<file path="config.mk">
export PLATFORM = sky130hd
export DESIGN_NAME = sdram_burst_timer
export DESIGN_NICKNAME = d
export VERILOG_FILES = /design/src/rtl/sdram_bt_pkg.sv /design/src/rtl/sdram_mode_reg.sv /design/src/rtl/sdram_rd_track.sv /design/src/rtl/sdram_wr_track.sv /design/src/rtl/sdram_burst_timer.sv
export SDC_FILE = /design/constraint.sdc
export NUM_CORES = 1
export LEC_CHECK = 0
export BUFFER_PORTS_ARGS = -buffer_cell sky130_fd_sc_hd__clkbuf_2
export CORE_ASPECT_RATIO = 0.6
export CORE_MARGIN = 4
export CORE_UTILIZATION = 45
export DETAILED_ROUTE_END_ITERATION = 8
export PLACE_DENSITY = 0.67
export REMOVE_ABC_BUFFERS = 1
export SYNTH_ARGS = -nofsm -noshare
export SYNTH_HDL_FRONTEND = slang
export SYNTH_HIERARCHICAL = 1
export SYNTH_SLANG_ARGS = --single-unit
</file>
<file path="constraint.sdc">
create_clock -name clk -period 3.2 [get_ports clk]
set_clock_uncertainty 0.15 [all_clocks]
set_input_delay 0.16 -clock clk [delete_from_list [all_inputs] [get_ports clk]]
set_output_delay 0.16 -clock clk [all_outputs]
set_load 0.005 [all_outputs]
</file>
<file path="src/rtl/sdram_bt_pkg.sv">
package sdram_bt_pkg;

  // Layout of the 12-bit mode word as the memory decodes it.
  typedef struct packed {
    logic [1:0] spare;
    logic       wr_single;
    logic [1:0] op;
    logic [2:0] lat;
    logic       order;
    logic [2:0] blen;
  } mode_word_t;

  localparam logic [2:0] BL_1    = 3'b000;
  localparam logic [2:0] BL_2    = 3'b001;
  localparam logic [2:0] BL_4    = 3'b010;
  localparam logic [2:0] BL_8    = 3'b011;
  localparam logic [2:0] BL_PAGE = 3'b111;

endpackage

</file>
<file path="src/rtl/sdram_mode_reg.sv">
module sdram_mode_reg
  import sdram_bt_pkg::*;
#(
  parameter int PAGE_LEN     = 256,
  parameter bit FULL_PAGE_EN = 1'b1,
  parameter int RST_LAT      = 2,
  parameter int LW           = $clog2(PAGE_LEN + 1)
) (
  input  logic          clk,
  input  logic          rst,
  input  logic          load,
  input  logic [11:0]   word,
  input  logic          busy,
  output logic [1:0]    lat_q,
  output logic [LW-1:0] bl_q,
  output logic          ws_q,
  output logic          err_q
);

  mode_word_t    w;
  logic [1:0]    lat_dec;
  logic [LW-1:0] bl_dec;
  logic          lat_ok, bl_ok, op_ok, legal;
  logic          unused_bits;

  assign w           = mode_word_t'(word);
  assign unused_bits = ^{w.spare, w.order};
  assign op_ok       = (w.op == 2'b00);
  assign legal       = lat_ok && bl_ok && op_ok;

  always_comb begin
    lat_ok  = 1'b1;
    lat_dec = 2'd1;
    case (w.lat)
      3'b001:  lat_dec = 2'd1;
      3'b010:  lat_dec = 2'd2;
      3'b011:  lat_dec = 2'd3;
      default: lat_ok  = 1'b0;
    endcase
  end

  generate
    if (FULL_PAGE_EN) begin : g_page
      always_comb begin
        bl_ok  = 1'b1;
        bl_dec = LW'(1);
        case (w.blen)
          BL_1:    bl_dec = LW'(1);
          BL_2:    bl_dec = LW'(2);
          BL_4:    bl_dec = LW'(4);
          BL_8:    bl_dec = LW'(8);
          BL_PAGE: bl_dec = LW'(PAGE_LEN);
          default: bl_ok  = 1'b0;
        endcase
      end
    end else begin : g_nopage
      always_comb begin
        bl_ok  = 1'b1;
        bl_dec = LW'(1);
        case (w.blen)
          BL_1:    bl_dec = LW'(1);
          BL_2:    bl_dec = LW'(2);
          BL_4:    bl_dec = LW'(4);
          BL_8:    bl_dec = LW'(8);
          default: bl_ok  = 1'b0;
        endcase
      end
    end
  endgenerate

  always_ff @(posedge clk) begin
    if (rst) begin
      lat_q <= 2'(RST_LAT);
      bl_q  <= LW'(1);
      ws_q  <= 1'b0;
      err_q <= 1'b0;
    end else if (load) begin
      if (busy || !legal) begin
        err_q <= 1'b1;
      end else begin
        lat_q <= lat_dec;
        bl_q  <= bl_dec;
        ws_q  <= w.wr_single;
        err_q <= 1'b0;
      end
    end
  end

  AST_LAT_LEGAL: assert property (@(posedge clk) disable iff (rst)
    (lat_q != 2'd0));
  AST_LOAD_BUSY: assert property (@(posedge clk) disable iff (rst)
    (load && busy) |=> (err_q && $stable(lat_q) && $stable(bl_q) && $stable(ws_q)));
  AST_HOLD_IDLE: assert property (@(posedge clk) disable iff (rst)
    (!load) |=> ($stable(lat_q) && $stable(bl_q) && $stable(ws_q) && $stable(err_q)));

endmodule

</file>
<file path="src/rtl/sdram_rd_track.sv">
module sdram_rd_track #(
  parameter int LW = 9
) (
  input  logic          clk,
  input  logic          rst,
  input  logic          rd_cmd,
  input  logic [1:0]    lat,
  input  logic [LW-1:0] bl,
  output logic          rd_valid,
  output logic          rd_turn,
  output logic          busy
);

  logic [1:0]    dly;
  logic [LW-1:0] left;

  assign busy = (dly != 2'd0) || (left != '0) || rd_valid;

  always_ff @(posedge clk) begin
    if (rst) begin
      dly      <= 2'd0;
      left     <= '0;
      rd_valid <= 1'b0;
      rd_turn  <= 1'b0;
    end else if (rd_cmd) begin
      dly      <= lat - 2'd1;
      left     <= bl;
      rd_valid <= 1'b0;
      rd_turn  <= (lat == 2'd1);
    end else if (dly != 2'd0) begin
      dly      <= dly - 2'd1;
      rd_valid <= 1'b0;
      rd_turn  <= (dly == 2'd1);
    end else if (left != '0) begin
      left     <= left - LW'(1);
      rd_valid <= 1'b1;
      rd_turn  <= 1'b0;
    end else begin
      rd_valid <= 1'b0;
      rd_turn  <= 1'b0;
    end
  end

  AST_TURN_LEADS: assert property (@(posedge clk) disable iff (rst)
    (rd_turn && !rd_cmd) |=> rd_valid);
  AST_TURN_PULSE: assert property (@(posedge clk) disable iff (rst)
    (rd_turn && !rd_cmd) |=> !rd_turn);
  AST_BEATS_SHRINK: assert property (@(posedge clk) disable iff (rst)
    (!rd_cmd) |=> (left <= $past(left)));
  AST_RESTART_QUIET: assert property (@(posedge clk) disable iff (rst)
    rd_cmd |=> !rd_valid);

endmodule

</file>
<file path="src/rtl/sdram_wr_track.sv">
module sdram_wr_track #(
  parameter int LW = 9
) (
  input  logic          clk,
  input  logic          rst,
  input  logic          wr_cmd,
  input  logic          wr_single,
  input  logic [LW-1:0] bl,
  output logic          wr_req,
  output logic          busy
);

  logic [LW-1:0] cnt;
  logic [LW-1:0] wlen;

  assign wlen   = wr_single ? LW'(1) : bl;
  assign busy   = (cnt != '0);
  assign wr_req = wr_cmd || busy;

  always_ff @(posedge clk) begin
    if (rst)             cnt <= '0;
    else if (wr_cmd)     cnt <= wlen - LW'(1);
    else if (cnt != '0)  cnt <= cnt - LW'(1);
  end

  AST_WR_SINGLE: assert property (@(posedge clk) disable iff (rst)
    (wr_cmd && wr_single) |=> (!wr_req || wr_cmd));
  AST_WR_SHRINK: assert property (@(posedge clk) disable iff (rst)
    (!wr_cmd) |=> (cnt <= $past(cnt)));

endmodule

</file>
<file path="src/rtl/sdram_burst_timer.sv">
module sdram_burst_timer #(
  parameter int PAGE_LEN     = 256,
  parameter bit FULL_PAGE_EN = 1'b1,
  parameter int RST_LAT      = 2
) (
  input  logic        clk,
  input  logic        rst,
  input  logic        mode_load,
  input  logic [11:0] mode_word,
  input  logic        rd_cmd,
  input  logic        wr_cmd,
  output logic        rd_valid,
  output logic        rd_turn,
  output logic        wr_req,
  output logic        mode_err
);

  localparam int LW = $clog2(PAGE_LEN + 1);

  logic [1:0]    lat_q;
  logic [LW-1:0] bl_q;
  logic          ws_q;
  logic          rd_busy, wr_busy, busy_any;

  assign busy_any = rd_busy || wr_busy || rd_cmd || wr_cmd;

  sdram_mode_reg #(
    .PAGE_LEN(PAGE_LEN), .FULL_PAGE_EN(FULL_PAGE_EN), .RST_LAT(RST_LAT), .LW(LW)
  ) u_mode (
    .clk(clk), .rst(rst), .load(mode_load), .word(mode_word), .busy(busy_any),
    .lat_q(lat_q), .bl_q(bl_q), .ws_q(ws_q), .err_q(mode_err)
  );

  sdram_rd_track #(.LW(LW)) u_rd (
    .clk(clk), .rst(rst), .rd_cmd(rd_cmd), .lat(lat_q), .bl(bl_q),
    .rd_valid(rd_valid), .rd_turn(rd_turn), .busy(rd_busy)
  );

  sdram_wr_track #(.LW(LW)) u_wr (
    .clk(clk), .rst(rst), .wr_cmd(wr_cmd), .wr_single(ws_q), .bl(bl_q),
    .wr_req(wr_req), .busy(wr_busy)
  );

  AST_CMD_LOAD_REJECT: assert property (@(posedge clk) disable iff (rst)
    (mode_load && (rd_cmd || wr_cmd)) |=> mode_err);

endmodule

</file>
==> run metrics <==
RD Place Congestion 0.876; vias per cell 5.51; crit path max fanout 3; initial antenna violation count 0; Root Driver clkbuf_8; max-cap viol count 0; clock-pin slew on the worst setup and hold paths 0.07 ns; WL/cell 14.6 um; unrepaired setup endpoints after global routing yes; Starting Density 0.481; status completed; flops & latches, synth 31; Crit. End Element flip-flop; antenna cells 0; first-pass iteration count of the detailed router 4; fmax 319 MHz; setup TNS 0 ns; Most common cell on crit path or4_4; Post-route DRC 0; CTS max path bufs 2; Area Growth Syn to Fin 14.0%; CTS tree yes; placed cell area 1940 um2; largest net degree at the start of global routing 19; slowest stage delay, CP 0.53 ns; most frequent cells in the layout dfxtp_1 (31), nor2_1 (30), clkbuf_2 (17), nand2_1 (15), inv_1 (14); class of the worst hold path input port to flip-flop; die width 89.9 um; WP buf/inv 0; critical-path cell list or4_4 > or4_4 > or3_1 > or4_4 > nand2b_4 > a2111oi_2 > o221ai_1; Setup CP Type flip-flop to flip-flop; synth warn 6; vias post-DR 1559; asr flop ratio synth 0; EDFF count, synth 0; Slew Viols, Final 0; pwr/cell area 474 nW/um2; postcts setup bufs 0; placed insts 273; Starting DRT DRC Count 172; worst vdd ir 0.183 mV; clock period minus worst slack 3.13 ns; Rel. slew slack 0.606; Final Power 0.979 mW; TritonCTS buffer count 5; GRT overflow 0; clock sink count 31; Slowest-stage cell, CP or4_4; register area share after synthesis 0.343; period utilization 0.979; leading cell type in the layout, fill and taps excluded dfxtp_1; layout cells sized above 1 0.220; critical path launch point type flip-flop; HPWL after detailed placement 3100 um; Final Util 0.548; Multi-input gate area 1080 um2; final cell count without fillers 283; Cell variety after synth 64; cell family with most CP delay simple AND/OR/NAND/NOR gates; vias in the first global route 1449; final hold violations 0; setup violators final 0; Post-Route WL 4150 um; FF/Latch Area 621 um2; # IOs 21; All-Layer GR Usage 0.175; Synth Flop Type dfxtp_1; H-tree lvl count 2; DIE AREA 5140 um2; Synth Area per Inst 8.62 um2; design area 2060 um2; DRT antenna net count 0; LEAKAGE 0.857 nW; nets 257; Clock Latency Late Sink 0.29 ns; Die Height 57.1 um; Req. time, crit path 3.21 ns; first-pass GRT wire length 7090 um; Post-Syn Area 1810 um2; Slew @ Worst Pin 0.590 ns; Worst Path Arrival 3.14 ns; Mapped Cells 210; # rows 17; # port buffers 17; Filler Cell Count 352; Core Box Area 3760 um2
metal layers:
metal / global-route usage / vias up / routed length [um]
li1: - / 800 / -
met1: 0.276 / 709 / 2360
met2: 0.219 / 44 / 1500
met3: 0.0461 / 6 / 240
met4: 0.0654 / 0 / 49
met5: 0 / - / 0
per-stage QoR:
step / worst slack (ns) / hold WS [ns]
detailed placement: -0.0412 / 0.247
CTS: 0.0178 / 0.00754
global route: -0.0741 / 0.0108
floorplan: 0.0406 / 0.0791
global placement: -0.0126 / 0.242
finish: 0.0663 / 0.0186
synthesized netlist by cell type (3+ instances only):
cell      number  area share
xor2_1         5       0.024
nor3_1         6       0.017
a21oi_1        8       0.022
nor2_1        30       0.062
nand2_1       15       0.031
a211oi_1       3       0.012
nand2b_1       3       0.010
a22oi_1        3       0.012
ha_1           5       0.035
mux2i_1        5       0.028
nor2b_1        3       0.010
nand3_1        3      0.0083
or3_1          3       0.010
inv_1         14       0.029
buf_4          4       0.017
o32ai_1        3       0.015
o21ai_0        6       0.017
dfxtp_1       31        0.34
final cells by class:
class / count / area share
Tap cell: 47 / 0.0285
Clock inverter: 2 / 0.00606
Clock buffer: 6 / 0.0352
Inverter: 16 / 0.0291
Sequential cell: 31 / 0.301
Timing Repair Buffer: 26 / 0.0764
Multi-Input combinational cell: 155 / 0.524
path summary, 6_finish.rpt:
check | from | end | slack, ns | cells past startpoint
max | u_rd/left[3]$_SDFFE_PP0P_ | u_mode/bl_q[0]$_SDFFE_PP1P_ | 0.07 | 7
min | mode_load | u_mode/err_q$_SDFFE_PP0P_ | 0.02 | 3
max reg2reg | u_rd/left[3]$_SDFFE_PP0P_ | u_mode/bl_q[0]$_SDFFE_PP1P_ | 0.07 | 7
min reg2reg | u_mode/lat_q[0]$_SDFFE_PP0P_ | u_mode/lat_q[0]$_SDFFE_PP0P_ | 0.34 | 2
kinds of logic (layout without fill, tap and decap cells):
logic type,after synthesis,after routing,synth area share
flip-flops,31,31,0.343
adder cells (fa/ha/maj),5,5,0.0346
XOR/XNOR,7,7,0.0339
other,1,4,0.00207
AND/OR/NAND/NOR,87,87,0.271
buffers and inverters,27,50,0.0760
multiplexers,6,6,0.0339
AO/OA/AOI/OAI,46,46,0.206
timing repair:
item | CTS | global route
hold endpoints to repair | 3 | 0
hold buffers | 2 | 0
gates resized for setup | 2 | 2
endpoints found under the setup margin | 2 | 9
sequential cells by signal, indices dropped and copies added, names as in the netlist:
signal / cells
u_rd/left: 9
u_rd/dly: 2
u_mode/bl_q: 5
u_mode/ws_q: 1
u_mode/lat_q: 2
u_mode/err_q: 1
u_wr/cnt: 9
u_rd/rd_valid: 1
u_rd/rd_turn: 1
worst reg2reg max path, cell delays in order, from the launching register on:
cell and delay (ns):
dfxtp_1 0.31, or4_4 0.53, or4_4 0.50, or3_1 0.32, or4_4 0.53, nand2b_4 0.18, a2111oi_2 0.34, o221ai_1 0.14
report_power, final:
| part | switching (mW) | internal [mW] |
|---|---|---|
| Combinational | 0.136 | 0.104 |
| Clock | 0.154 | 0.152 |
| Sequential | 0.0195 | 0.414 |
Note: power is estimated with default switching activity, not from simulation.
